==> src/rtl/sar_seq.sv <==
module sar_seq #(
  parameter int NCH  = 8,
  parameter int CW   = (NCH > 1) ? $clog2(NCH) : 1,
  parameter int T8   = 49,
  parameter int T10  = 59,
  parameter int T8S  = 28,
  parameter int T10S = 33
) (
  input  logic          clk,
  input  logic          rst_n,
  input  logic          ref_en,
  input  logic          go_we,
  input  logic          go_wd,
  input  logic          ext_sel,
  input  logic          trig_n,
  input  logic          hires,
  input  logic          sh_en,
  input  logic          base_full,
  input  logic [1:0]    div_sel,
  input  logic [1:0]    mode,
  input  logic [CW-1:0] chan,
  input  logic [CW-1:0] sweep_last,
  input  logic          cmp_in,
  output logic          go_flag,
  output logic          busy,
  output logic          done,
  output logic [9:0]    dac_code,
  output logic [CW-1:0] ana_sel,
  output logic          wr_even,
  output logic          wr_odd,
  output logic [CW:0]   wr_addr,
  output logic [7:0]    wr_lo,
  output logic [1:0]    wr_hi
);
  localparam int AW = $clog2(T10 + 1);
  localparam logic [9:0] MSB = 10'h200;

  logic          a_hi, a_sh, trig_q;
  logic [1:0]    a_mode;
  logic [CW-1:0] a_last;
  logic [3:0]    plim, plim_in, pcnt;
  logic [AW-1:0] acnt, tot, samp;
  logic [9:0]    sar, mask, dec;
  logic          fall, start, arm, stop, tick, last, ch_end;

  assign tot  = a_hi ? (a_sh ? AW'(T10S) : AW'(T10)) : (a_sh ? AW'(T8S) : AW'(T8));
  assign samp = tot - (a_hi ? AW'(10) : AW'(8));
  assign fall  = trig_q & ~trig_n;
  assign start = ref_en & ((~ext_sel & go_we & go_wd & ~go_flag) | (ext_sel & go_flag & fall));
  assign arm   = ref_en & ext_sel & go_we & go_wd;
  assign stop  = go_we & ~go_wd;
  assign tick  = busy & (pcnt == plim);
  assign last  = tick & (acnt == tot - AW'(1));
  assign dec   = cmp_in ? sar : (sar & ~mask);
  assign ch_end = (ana_sel == a_last);
  assign dac_code = sar;

  always_comb begin
    case (div_sel)
      2'd0:    plim_in = base_full ? 4'd0 : 4'd1;
      2'd1:    plim_in = base_full ? 4'd1 : 4'd3;
      default: plim_in = base_full ? 4'd3 : 4'd7;
    endcase
  end

  always_ff @(posedge clk or negedge rst_n) begin
    if (!rst_n) begin
      go_flag <= 1'b0;  busy <= 1'b0;  done <= 1'b0;
      wr_even <= 1'b0;  wr_odd <= 1'b0;
      wr_addr <= '0;    wr_lo <= '0;   wr_hi <= '0;
      a_hi <= 1'b0;     a_sh <= 1'b0;  a_mode <= '0;  a_last <= '0;
      plim <= '0;       pcnt <= '0;    acnt <= '0;
      sar <= '0;        mask <= '0;    ana_sel <= '0;
      trig_q <= 1'b1;
    end else begin
      trig_q  <= trig_n;
      wr_even <= 1'b0;
      wr_odd  <= 1'b0;
      done    <= 1'b0;
      if (busy && !tick) pcnt <= pcnt + 4'd1;
      if (tick) begin
        pcnt <= '0;
        acnt <= acnt + AW'(1);
        if (acnt == samp - AW'(1)) begin
          sar  <= MSB;
          mask <= MSB;
        end else if (acnt >= samp) begin
          sar  <= dec | (mask >> 1);
          mask <= mask >> 1;
        end
        if (last) begin
          wr_even <= 1'b1;
          wr_odd  <= a_hi;
          wr_addr <= {ana_sel, 1'b0};
          wr_lo   <= a_hi ? dec[7:0] : dec[9:2];
          wr_hi   <= a_hi ? dec[9:8] : 2'b00;
          acnt <= '0;
          sar  <= '0;
          mask <= '0;
          case (a_mode)
            2'd0: begin busy <= 1'b0; go_flag <= 1'b0; done <= 1'b1; end
            2'd1: ;
            2'd2:
              if (ch_end) begin busy <= 1'b0; go_flag <= 1'b0; done <= 1'b1; end
              else ana_sel <= ana_sel + CW'(1);
            default: ana_sel <= ch_end ? '0 : ana_sel + CW'(1);
          endcase
        end
      end
      if (arm) go_flag <= 1'b1;
      if (start) begin
        go_flag <= 1'b1;
        busy    <= 1'b1;
        a_hi    <= hires;
        a_sh    <= sh_en;
        a_mode  <= mode;
        a_last  <= sweep_last;
        plim    <= plim_in;
        pcnt    <= '0;
        acnt    <= '0;
        sar     <= '0;
        mask    <= '0;
        ana_sel <= mode[1] ? '0 : chan;
      end
      if (stop) begin
        go_flag <= 1'b0;
        busy    <= 1'b0;
        wr_even <= 1'b0;
        wr_odd  <= 1'b0;
        done    <= 1'b0;
      end
    end
  end
endmodule

==> config.mk <==
export PLATFORM = sky130hd
export DESIGN_NAME = sar_seq
export DESIGN_NICKNAME = d
export VERILOG_FILES = /design/src/rtl/sar_seq.sv
export SDC_FILE = /design/constraint.sdc
export NUM_CORES = 1
export LEC_CHECK = 0
export BUFFER_PORTS_ARGS = -buffer_cell sky130_fd_sc_hd__buf_2
export CAP_MARGIN = 30
export CELL_PAD_IN_SITES_DETAIL_PLACEMENT = 1
export CELL_PAD_IN_SITES_GLOBAL_PLACEMENT = 2
export CORE_MARGIN = 2
export CORE_UTILIZATION = 35
export DETAILED_ROUTE_END_ITERATION = 10
export PLACE_DENSITY_LB_ADDON = 0.1
export SLEW_MARGIN = 20
export SYNTH_ARGS = -nofsm -noshare
export SYNTH_HDL_FRONTEND = slang
export SYNTH_SLANG_ARGS = --single-unit
==> constraint.sdc <==
create_clock -name clk -period 10.4 [get_ports clk]
set_clock_uncertainty 0.05 [all_clocks]
set_input_delay 0.52 -clock clk [delete_from_list [all_inputs] [get_ports clk]]
set_output_delay 0.52 -clock clk [all_outputs]
set_load 0.02 [all_outputs]
# Word-level counts from Yosys, hierarchy flattened
# Index checks and enable logic that the tools add are counted.
# Widths: inputs -> output; s select.
totals:
  ff_bits: 63
  latchBits: 0
  ram_bits: 0
  mem_bits_ro: 0
  inputBits: 21
  output_inout_bits: 32
  n_memories: 0
op_classes:
  add_sub_neg: 6
  multipliers: 0
  div_mod_pow: 0
  magnitude_cmp: 1
  eq_ne: 11
  shifts: 0
  muxes: 54
  bitwise: 21
  n_reduce_logical: 20
ops:
  columns: ["op", "count"]
  rows:
  - ["$mux 10", 11]
  - ["$mux 6", 5]
  - ["$mux 3", 7]
  - ["$mux 1", 19]
  - ["$reduce_bool 4->1", 4]
  - ["$and 1x1->1", 13]
  - ["$eq 6x6->1", 2]
  - ["$mux 4", 3]
  - ["$pmux 3 s2", 2]
  - ["$reduce_and 4->1", 3]
  - ["$sub 6x1->6 const B", 2]
  - ["$and 10x10->10", 1]
  - ["$not 10->10", 1]
  - ["$or 10x9->10", 1]
  - ["$reduce_bool 3->1", 3]
  - ["$mux 8", 1]
  - ["$add 6x1->6 const B", 1]
  - ["$ge 6x6->1", 1]
  - ["$mux 2", 3]
  - ["$sub 6x4->6", 1]
  - ["$mux 5", 1]
  - ["$ne 5x5->1 const B", 1]
  - ["$reduce_bool 5->1", 1]
  - ["$add 4x1->4 const B", 1]
  - ["other kinds (17)", 25]

# Logic depth before layout (Yosys ltp)
depth:
  word_depth: 10
  ltp_mapped: 14

# Worst setup path after synthesis
# OpenSTA, ideal clock, no wires.
synth_timing:
  kind: "reg2reg"
  from: "reg a_hi"
  to: "reg mask[8]"
  setup_ns: 0.121
  arrival_ns: 3.087
  required_ns: 10.229
  setup_slack_ns: 7.142
  path_stages_with_launch: 14
  path_buffers: 3
  period_less_slack_ns: 3.258
  cell_sequence: "dfrtp_1 > clkbuf_1 > clkbuf_1 > inv_1 > ha_1 > inv_1 > ha_1 > ha_1 > and2_1 > nand3_1 > o211ai_1 > clkbuf_1 > o21ai_1 > a32o_2"
synth_via:
  elab_chain_cells: 8
  elab_cells_between_ends: 15
  cone_classes: "add/sub (3); order compare (1); eq/ne (2); mux (6); bitwise (1); reduce/logical (2)"
synth_rtl:
  columns: ["element", "line_no", "rtl"]
  rows:
  - ["start: declaration", "38", "logic a_hi, a_sh, trig_q;"]
  - ["start signal: assignment", "114", "a_hi <= hires;"]
  - ["$mux 6 / $mux 2 (equally long branches)", "46, 47", null]
  - ["$sub 6x4->6", "47", "assign samp = tot - (a_hi ? AW'(10) : AW'(8));"]
  - ["$sub 6x1->6", "84", "if (acnt == samp - AW'(1)) begin"]
  - ["$eq 6x6->1", "84", null]
  - ["$mux 10", "84", null]
  - ["$mux 10", "91", "if (last) begin"]
  - ["$mux 10", "81", "if (tick) begin"]
  - ["$mux 10", "111", "if (start) begin"]
  - ["end signal: assignment", "89", "mask <= mask >> 1;"]
  - ["end: declaration", "43", "logic [9:0] sar, mask, dec;"]
# Parallel ways exist; a longest one is shown, timed or not. The select of a mux whose other input is x is not followed.
# A chain may end at the register's enable or synchronous reset.

# Final worst setup path
layout_timing:
  from: "reg a_hi"
  to: "reg mask[6]"
# Same word-level chain as after synthesis.

==> flow_summary.yaml <==
worst_setup_path:
  critPathLaunchType: "flop"
  crit_arrival_ps: 3750
  worstPathMaxFanout: 11
  r2r_slack_ps: 6820
  worstSetupPathType: "reg2reg"
  worstPathRequired_ps: 10570
  end_kind: "flop"
placement:
  gp_congestion: 0.8160
  io_buffer_count: 51
  dp_hpwl_mm: 6.368
  place_inst: 515
synthesis:
  yosysWarningCount: 0
  yosysSeqAreaShare: 0.4542
  synth.top_cells.by_count: "dfrtp_1 (61), nand2_1 (41), a21oi_1 (21), nand3_1 (21), o21ai_0 (20)"
  syn_nets: 382
  synth_area_um2: 3418
  synthTopCellsByArea: "dfrtp_1 (45%), ha_1 (5.5%), nand2_1 (4.5%)"
  synth-async-reset-ratio: 1.000
  synth.distinct_cells: 54
  synth_edf_count: 0
  synth_most_common_cell: "dfrtp_1"
  ys.flop_type: "dfrtp_1"
  synth_area_leader_cell: "dfrtp_1"
  synth_cells: 346
  synth_seq_cells: 62
  yosysTopAreaCellShare: 0.4466
  synth.avg_cell_area_um2: 9.879
final_layout:
  drive_gt1_frac: 0.2055
  nNetsFinal: 430
  antenna_cells: 0
  final_cell_count_no_fill: 532
  syn2layout_area_growth_pct: 17.68
floorplan:
  dieArea_um2: 10570
  fp.dieW_um: 102.8
  ioPinCount: 53
  initial_core_util: 0.3546
  fp-row-count: 36
  fp.dieH_um: 102.8
  core_um2: 9639
power:
  p_leak_nw: 1.866
  irDropWorstVdd_v: 0.00007071
  power_per_cell_area_nw_per_um2: 221.8
  totalPowerFinal_mw: 0.8922
drt:
  viasPerCell: 5.248
  dr_total_vias: 2792
  dr.pass1.iters: 4
  drt_wl_total_mm: 9.230
  drt_iter0_markers: 83
  wire_per_inst_um: 17.35
  drtAntennaViolNets: 0
  drc: 0
timing:
  setup_viol: 0
  slew_viol_final: 0
  max_slew_margin: 0.4542
  finalHoldViolCount: 0
  rsz0062_at_grt: "no"
  worst_slew_pin_slew_ps: 818.7
  layout_min_cycle_time_ps: 3581
  fin_tns_setup_ps: 0
  timing.fmax_mhz: 279.2
  period_share: 0.3444
clocking:
  cts_resized: 0
  numClockSinks: 62
  post_cts.repair.setup_buffers: 0
  clk_path_buf_depth: 2
  clk_latency_ps: 330
  numCtsBuffers: 9
  clk_pin_slew_ps: 80
  cts_max_level: 3
  cts_tree: "built"
  holdBufCountCts: 0
  root_buffer: "clkbuf_8"
global_route:
  grt_overflow: 0
  grt_pass1_vias: 2803
  grt_pass1_wl_mm: 15.33
  grt_start_max_net_pins: 63
  antenna_found_initial: 0
  grt_usage: 0.1895
run:
  drv_cap: 0
run_status:
  status: "finished, final reports clean"
worst_hold_path:
  hold_path.class: "in2reg"
-- sequential cells by signal, indices dropped and copies added, names as in the netlist, 2 cells and up --
signal and cells:
dac_code 10, mask 10, wr_lo 8, acnt 6
pcnt 4, a_last 3, ana_sel 3, plim 3
wr_addr 3, a_mode 2, wr_hi 2
-- worst paths after layout --
kind,end,startpoint,cells past startpoint
min reg2reg,wr_lo[2]$_DFFE_PN0P_,wr_lo[2]$_DFFE_PN0P_,2
max reg2reg,mask[6]$_DFFE_PN0P_,a_hi$_DFFE_PN0N_,10
max in group asynchronous,a_hi$_DFFE_PN0N_,rst_n,2
min in group asynchronous,a_last[1]$_DFFE_PN0N_,rst_n,2
min,trig_q$_DFF_PN1_,trig_n,1
max,mask[6]$_DFFE_PN0P_,a_hi$_DFFE_PN0N_,10
-- worst max-delay path: stages (launching register included) --
cell and delay [ps]:
dfrtp_1 570, inv_1 230, ha_1 270, inv_1 80
ha_1 270, ha_1 310, and2_1 150, nand3_1 100
o211ai_1 670, o21ai_1 410, a32o_1 370
-- kinds of logic (layout without fill, tap and decap cells) --
family          Yosys count  in the layout  synth area share
fa+ha+maj                15             15           0.05490
compound gates           92             92            0.1907
flops                    62             62            0.4542
mux                      13             13           0.03953
buf+inv                  27             80           0.03697
xor+xnor                 15             15           0.03843
simple gates            121            121            0.1841
other cells               1              1          0.001097
-- metrics by stage --
| stage | utilization | area, um^2 | worst slack, ps | hold slack, ps |
|---|---|---|---|---|
| final | 0.4173 | 4023 | 6819 | 237.4 |
| after global routing | 0.4173 | 4023 | 6464 | 219.1 |
| after CTS | 0.4158 | 4008 | 6220 | 226.8 |
| after detailed placement | 0.3915 | 3774 | 6230 | 414.8 |
| after global placement | 0.3915 | 3774 | 6413 | 411.3 |
| after floorplan | - | 3418 | 7142 | 174.4 |
-- metal layers --
metal,wire (um),up-vias,track usage
li1,-,1347,-
met1,4590,1390,0.2916
met3,337,10,0.02712
met5,0,-,0
met4,122,0,0.05162
met2,4179,45,0.2780
-- area by class of cell --
| class | instances | area [um^2] |
|---|---|---|
| Fill cell | 1136 | 5617 |
| Multi-Input combinational cell | 257 | 1739 |
| Sequential cell | 62 | 1553 |
| Timing Repair Buffer | 56 | 300.3 |
| Clock buffer | 13 | 168.9 |
| Tap cell | 133 | 166.4 |
| Clock inverter | 3 | 65.06 |
| Inverter | 8 | 30.03 |
-- cells in the final DEF, fill, tap and decap left out, types with 6 or more instances in the layout --
master and instances:
ha_1 15, mux2i_1 9, nand3_1 21, o221ai_1 10
nand3b_1 9, nor2_1 11, inv_1 8, dfrtp_1 61
xor2_1 6, a32o_1 8, clkbuf_8 12, nand2b_1 15
nand2_1 41, xnor2_1 9, buf_2 51, o211ai_1 10
a21oi_1 21, o21ai_0 20
-- power by group --
part / leakage [nW] / switching (mW) / internal [mW] / total [mW]
sequential: 0.775 / 0.0509 / 0.285 / 0.335
combinational: 0.971 / 0.185 / 0.122 / 0.306
clock: 0.120 / 0.0957 / 0.155 / 0.250
Power figures use the tool's default switching activity.
